File: src/rtl/wdog_pkg.sv
package wdog_pkg;
  localparam int unsigned DATA_W = 8;
  localparam logic [DATA_W-1:0] KEY_FIRST  = 8'h55;
  localparam logic [DATA_W-1:0] KEY_SECOND = 8'hAA;

  typedef enum logic {KEY_IDLE, KEY_ARMED} key_st_e;

  typedef struct packed {
    logic win_en;
    logic clk_sel;
  } cfg_t;
endpackage

File: src/rtl/wdog_cfg_lock.sv
module wdog_cfg_lock
  import wdog_pkg::*;
(
  input  logic              clk_i,
  input  logic              rst_ni,
  input  logic              clr_i,
  input  logic              wr_i,
  input  logic [DATA_W-1:0] wdata_i,
  output cfg_t              cfg_o,
  output logic [DATA_W-1:0] rdata_o
);
  localparam int unsigned CFG_BITS = $bits(cfg_t);

  cfg_t cfg_q;
  logic locked_q;

  always_ff @(posedge clk_i or negedge rst_ni) begin
    if (!rst_ni) begin
      cfg_q    <= '0;
      locked_q <= 1'b0;
    end else if (clr_i) begin
      cfg_q    <= '0;
      locked_q <= 1'b0;
    end else if (wr_i && !locked_q) begin
      cfg_q    <= cfg_t'(wdata_i[CFG_BITS-1:0]);
      locked_q <= 1'b1;
    end
  end

  assign cfg_o   = cfg_q;
  assign rdata_o = {{(DATA_W-CFG_BITS){1'b0}}, cfg_q};

  AST_LOCK_HOLD: assert property (@(posedge clk_i) disable iff (!rst_ni)
    (locked_q && !clr_i) |=> $stable(cfg_q)) else $error("lock");
  AST_CLR_UNLOCK: assert property (@(posedge clk_i) disable iff (!rst_ni)
    clr_i |=> (!locked_q && cfg_q == '0)) else $error("clr");
endmodule

File: src/rtl/wdog_key_seq.sv
module wdog_key_seq
  import wdog_pkg::*;
(
  input  logic              clk_i,
  input  logic              rst_ni,
  input  logic              clr_i,
  input  logic              wr_i,
  input  logic [DATA_W-1:0] wdata_i,
  input  logic              early_i,
  output logic              svc_ok_o,
  output logic              key_err_o
);
  key_st_e st_q, st_d;
  logic    ok, err;

  always_comb begin
    st_d = st_q;
    ok   = 1'b0;
    err  = 1'b0;
    if (wr_i) begin
      if (early_i) begin
        err = 1'b1;
      end else if (wdata_i == KEY_FIRST) begin
        st_d = KEY_ARMED;
      end else if (wdata_i == KEY_SECOND && st_q == KEY_ARMED) begin
        ok   = 1'b1;
        st_d = KEY_IDLE;
      end else begin
        err = 1'b1;
      end
    end
  end

  always_ff @(posedge clk_i or negedge rst_ni) begin
    if (!rst_ni)     st_q <= KEY_IDLE;
    else if (clr_i)  st_q <= KEY_IDLE;
    else             st_q <= st_d;
  end

  assign svc_ok_o  = ok;
  assign key_err_o = err;

  AST_OK_NEEDS_ARM: assert property (@(posedge clk_i) disable iff (!rst_ni)
    svc_ok_o |-> (st_q == KEY_ARMED)) else $error("arm");
  AST_OK_ERR_EXCL: assert property (@(posedge clk_i) disable iff (!rst_ni)
    !(svc_ok_o && key_err_o)) else $error("excl");
endmodule

File: src/rtl/wdog_counter.sv
module wdog_counter #(
  parameter int unsigned PERIOD = 1024,
  localparam int unsigned CNT_W    = $clog2(PERIOD),
  localparam int unsigned WIN_OPEN = PERIOD - PERIOD / 4
) (
  input  logic             clk_i,
  input  logic             rst_ni,
  input  logic             clr_i,
  input  logic             svc_i,
  input  logic             step_i,
  input  logic             win_en_i,
  output logic [CNT_W-1:0] cnt_o,
  output logic             early_o,
  output logic             expire_o
);
  logic [CNT_W-1:0] cnt_q;

  always_ff @(posedge clk_i or negedge rst_ni) begin
    if (!rst_ni)               cnt_q <= '0;
    else if (clr_i || svc_i)   cnt_q <= '0;
    else if (step_i) begin
      if (cnt_q == CNT_W'(PERIOD - 1)) cnt_q <= '0;
      else                             cnt_q <= cnt_q + 1'b1;
    end
  end

  assign cnt_o    = cnt_q;
  assign early_o  = win_en_i && (cnt_q < CNT_W'(WIN_OPEN));
  assign expire_o = step_i && (cnt_q == CNT_W'(PERIOD - 1));

  AST_SVC_CLEARS: assert property (@(posedge clk_i) disable iff (!rst_ni)
    svc_i |=> (cnt_q == '0)) else $error("svc");
  AST_IDLE_HOLD: assert property (@(posedge clk_i) disable iff (!rst_ni)
    (!step_i && !svc_i && !clr_i) |=> $stable(cnt_q)) else $error("hold");
endmodule

File: src/rtl/wdog_win_top.sv
module wdog_win_top
  import wdog_pkg::*;
#(
  parameter int unsigned PERIOD   = 1024,
  parameter int unsigned ADDR_W   = 4,
  parameter int unsigned CFG_ADDR = 0,
  parameter int unsigned SVC_ADDR = 1,
  localparam int unsigned CNT_W   = $clog2(PERIOD)
) (
  input  logic              clk_i,
  input  logic              rst_ni,
  input  logic              tick_i,
  input  logic              wr_en_i,
  input  logic [ADDR_W-1:0] wr_addr_i,
  input  logic [7:0]        wr_data_i,
  output logic [7:0]        cfg_rdata_o,
  output logic              rst_req_o
);
  logic             rst_req_q;
  logic             wr_ok, cfg_wr, svc_wr;
  logic             fault;
  cfg_t             cfg;
  logic             win_act, step;
  logic             early, expire, svc_ok, key_err;
  logic [CNT_W-1:0] cnt;

  // writes are dropped while the request is out
  assign wr_ok  = wr_en_i && !rst_req_q;
  assign cfg_wr = wr_ok && (wr_addr_i == ADDR_W'(CFG_ADDR));
  assign svc_wr = wr_ok && (wr_addr_i == ADDR_W'(SVC_ADDR));

  // window only valid on bus clock
  assign win_act = cfg.win_en && cfg.clk_sel;
  assign step    = cfg.clk_sel ? 1'b1 : tick_i;

  assign fault = !rst_req_q && (key_err || (expire && !svc_ok));

  wdog_cfg_lock u_cfg (
    .clk_i   (clk_i),
    .rst_ni  (rst_ni),
    .clr_i   (fault),
    .wr_i    (cfg_wr),
    .wdata_i (wr_data_i),
    .cfg_o   (cfg),
    .rdata_o (cfg_rdata_o)
  );

  wdog_key_seq u_key (
    .clk_i     (clk_i),
    .rst_ni    (rst_ni),
    .clr_i     (fault),
    .wr_i      (svc_wr),
    .wdata_i   (wr_data_i),
    .early_i   (early),
    .svc_ok_o  (svc_ok),
    .key_err_o (key_err)
  );

  wdog_counter #(.PERIOD(PERIOD)) u_cnt (
    .clk_i    (clk_i),
    .rst_ni   (rst_ni),
    .clr_i    (fault),
    .svc_i    (svc_ok),
    .step_i   (step),
    .win_en_i (win_act),
    .cnt_o    (cnt),
    .early_o  (early),
    .expire_o (expire)
  );

  always_ff @(posedge clk_i or negedge rst_ni) begin
    if (!rst_ni) rst_req_q <= 1'b0;
    else         rst_req_q <= fault;
  end

  assign rst_req_o = rst_req_q;

  AST_REQ_ONE_CYCLE: assert property (@(posedge clk_i) disable iff (!rst_ni)
    rst_req_o |=> !rst_req_o) else $error("pulse");
  AST_EARLY_FAULT: assert property (@(posedge clk_i) disable iff (!rst_ni)
    (svc_wr && win_act && cnt < CNT_W'(PERIOD - PERIOD / 4)) |=> rst_req_o)
    else $error("early");
  AST_TIMEOUT: assert property (@(posedge clk_i) disable iff (!rst_ni)
    (!rst_req_q && step && cnt == CNT_W'(PERIOD - 1) && !svc_ok) |=> rst_req_o)
    else $error("expire");
  AST_SVC_WINS: assert property (@(posedge clk_i) disable iff (!rst_ni)
    (svc_ok && !key_err) |=> !rst_req_o) else $error("svcwin");
  AST_RDATA_PAD: assert property (@(posedge clk_i) disable iff (!rst_ni)
    cfg_rdata_o[7:2] == '0) else $error("pad");
endmodule

File: config.mk
export PLATFORM = sky130hd
export DESIGN_NAME = wdog_win_top
export DESIGN_NICKNAME = d
export VERILOG_FILES = /design/src/rtl/wdog_pkg.sv /design/src/rtl/wdog_cfg_lock.sv /design/src/rtl/wdog_key_seq.sv /design/src/rtl/wdog_counter.sv /design/src/rtl/wdog_win_top.sv
export SDC_FILE = /design/constraint.sdc
export NUM_CORES = 1
export LEC_CHECK = 0
export ABC_AREA = 1
export BUFFER_PORTS_ARGS = -buffer_cell sky130_fd_sc_hd__buf_4
export CAP_MARGIN = 20
export CORE_UTILIZATION = 25
export DETAILED_ROUTE_END_ITERATION = 8
export PLACE_DENSITY_LB_ADDON = 0.25
export SETUP_SLACK_MARGIN = 0.5
export SLEW_MARGIN = 20
export SYNTH_ARGS = -nofsm -noshare
export SYNTH_HDL_FRONTEND = slang
export SYNTH_SLANG_ARGS = --single-unit
File: constraint.sdc
create_clock -name clk_i -period 3 [get_ports clk_i]
set_input_delay 0.3 -clock clk_i [delete_from_list [all_inputs] [get_ports clk_i]]
set_output_delay 0.3 -clock clk_i [all_outputs]
set_load 0.02 [all_outputs]
==> results.json <==
{
  "antenna_found_initial": 0,
  "avgSynthCellArea_um2": 7.13,
  "finalSetupTns_ns": 0,
  "synth_ff_type": "dfrtp_1",
  "fin_cells": 219,
  "hp-class": "in2reg",
  "synth_commonest_cells": "nand2_1, inv_1, nor2_1, nand4_1, dfrtp_1",
  "core-area_um2": 4030,
  "syn_to_final_growth_pct": 19.2,
  "cp_slowest_stage_delay_ns": 0.44,
  "cp_max_fo": 17,
  "maxCapViolations": 0,
  "gp_congestion": 0.805,
  "peakVddDrop_uv": 169,
  "grt_overflow_total": 0,
  "drive_above_1_share_pct": 21.3,
  "synthCells": 149,
  "via_count": 971,
  "multi_input_area_um2": 559,
  "row_count": 23,
  "first_global_vias": 913,
  "arrival_ns": 1.90,
  "synth.largest_area_cell": "dfrtp_1",
  "register_area_um2": 375,
  "ys_types": 26,
  "status": "complete, no violations",
  "die_y_um": 67.2,
  "stdcell_area_um2": 1270,
  "first_iter_violations": 37,
  "n_antenna_cell": 0,
  "antenna_left": 0,
  "ys_ff_latch": 15,
  "totalPowerFinal_uw": 617,
  "io-pin-count": 25,
  "fin_crit_sh_pct": 57.3,
  "dp_hpwl_um": 1790,
  "synth-edff-count": 0,
  "clk_path_buf_depth": 2,
  "nets": 187,
  "routed_wirelength_um": 2280,
  "setup_violations": 0,
  "num-fill-cells": 448,
  "syn-cell-area_um2": 1060,
  "cts-root-buf": "clkbuf_8",
  "dieArea_um2": 4510,
  "synth_area_leaders": "dfrtp_1, nand2_1, nand4_1",
  "post-route-util_pct": 31.4,
  "crit_path_end_kind": "flip-flop",
  "post_cts_resized": 0,
  "portBuffers": 18,
  "drc": 0,
  "grt_start_max_net_pins": 18,
  "max_freq_ghz": 0.581,
  "path_cells": "nor2_4, inv_2, nand2_2, inv_2, nand2_2, nor2_2, nand2_1, nand2_2, nand2_4, nand2_1, a21oi_1",
  "placedCellCount": 214,
  "report.final.hold_viol_count": 0,
  "min_period_ns": 1.72,
  "synth.most_common_cell": "nand2_1",
  "critPathKind": "reg2reg",
  "ys_seq_area_share_pct": 35.3,
  "grt_use_total_pct": 11.8,
  "routed_via_density": 4.43,
  "grt_setup_unrepaired": "no",
  "place_area_um2": 1210,
  "clkSlewWorstSetupHoldPaths_ns": 0.06,
  "synth.top_cell.area_share_pct": 35.3,
  "clk_latency_ns": 0.25,
  "die_w_um": 67.2,
  "wire_per_inst_um": 10.4,
  "cts_buffers": 3,
  "fin_skew_ns": 0.00254,
  "dr.pass1.iters": 4,
  "critPathRequiredTime_ns": 3.18,
  "powerDensity_nw_per_um2": 487,
  "leakage_nw": 0.633,
  "slowest_stage": "dfrtp_1",
  "ys.warnings.count": 0,
  "synthArstFlopShare_pct": 100,
  "cts_tree": "yes",
  "clock_sinks": 15,
  "maxSlewViolCount": 0,
  "worstSetupStartpointType": "flip-flop",
  "cts_max_level": 1,
  "cpMostUsedCell": "nand2_2",
  "initial_core_util_pct": 26.4,
  "grt_pass1_wl_um": 4080
}
## per-layer routing
metal,wire length (um),GRT usage (%),vias up
li1,-,-,513
met1,1140,15.7,440
met2,1090,19.8,14
met3,32,1.52,4
met4,20,3.99,0
met5,0,0,-
## cell usage in the layout, fill, tap and decap left out
master / instances
o21ai_0: 2
nand3_4: 1
clkbuf_8: 3
nand3_1: 6
dfrtp_1: 15
or2_2: 3
nand4_1: 17
nor4_1: 1
dlygate4sd3_1: 1
clkbuf_1: 1
nor3_2: 1
nand2_1: 34
nor3_1: 2
nor2_2: 2
xnor2_1: 2
ha_1: 1
conb_1: 6
inv_2: 3
a21oi_1: 7
nor2_1: 18
nand2_2: 3
buf_4: 18
nand2_4: 1
inv_1: 18
nor2_4: 1
nand3b_1: 1
a31oi_1: 1
## sequential cells by signal, indices dropped and copies added, names as in the netlist
signal / flops
rst_req_o: 1
u_key.st_q: 1
u_cfg.locked_q: 1
u_cnt.cnt_o: 10
u_cfg.cfg_o: 2
## power by group
group | internal [mW] | switching [mW] | total [mW]
Clock | 0.0941 | 0.0715 | 0.166
Combinational | 0.0766 | 0.0950 | 0.172
Sequential | 0.243 | 0.0371 | 0.280
## final cells by class
class / count / area share [%]
Multi-Input combinational cell: 110 / 44.2
Inverter: 21 / 6.23
Sequential cell: 15 / 29.6
Tap cell: 50 / 4.94
Timing Repair Buffer: 19 / 11.5
Clock buffer: 4 / 3.56
## logic make-up after synthesis
family | Yosys count | share of synthesized area, %
flip-flops | 15 | 35.3
adder cells (fa/ha/maj) | 1 | 1.18
other | 1 | 0.353
AND/OR/NAND/NOR | 91 | 42.9
buffers and inverters | 29 | 13.8
AO/OA/AOI/OAI | 10 | 4.83
XOR/XNOR | 2 | 1.65
## final timing paths
path,start,end,slack (ns),cells after the start
max,u_cfg.cfg_o[0]$_DFFE_PN0P_,u_cnt.cnt_o[8]$_DFFE_PN0P_,1.28,11
min,tick_i,u_cnt.cnt_o[5]$_DFFE_PN0P_,0.37,4
max reg2reg,u_cfg.cfg_o[0]$_DFFE_PN0P_,u_cnt.cnt_o[8]$_DFFE_PN0P_,1.28,11
min reg2reg,u_cfg.locked_q$_DFFE_PN0P_,u_cfg.locked_q$_DFFE_PN0P_,0.52,2
max in group asynchronous,rst_ni,u_key.st_q$_DFFE_PN0P_,2.37,2
min in group asynchronous,rst_ni,u_cnt.cnt_o[6]$_DFFE_PN0P_,0.44,2
## worst max-delay path: cells and delay by family (launching register included)
family / cells / cell delay (ns)
AO/OA/AOI/OAI: 1 / 0.13
flip-flops: 1 / 0.44
AND/OR/NAND/NOR: 8 / 0.90
buffers and inverters: 2 / 0.18
## repair_timing
item / CTS / global route
setup buffers: 0 / 0
endpoints found under the hold margin: 15 / 0
endpoints found under the setup margin: 0 / 0
hold buffers: 1 / 0
## stage by stage
stage	hold slack [ns]	setup slack, ns
6_report	0.367	1.28
2_1_floorplan	0.00441	1.47
3_3_place_gp	0.168	1.29
5_1_grt	0.388	1.10
3_5_place_dp	0.169	1.26
4_1_cts	0.370	1.28
(Power assumes the default switching activity.)
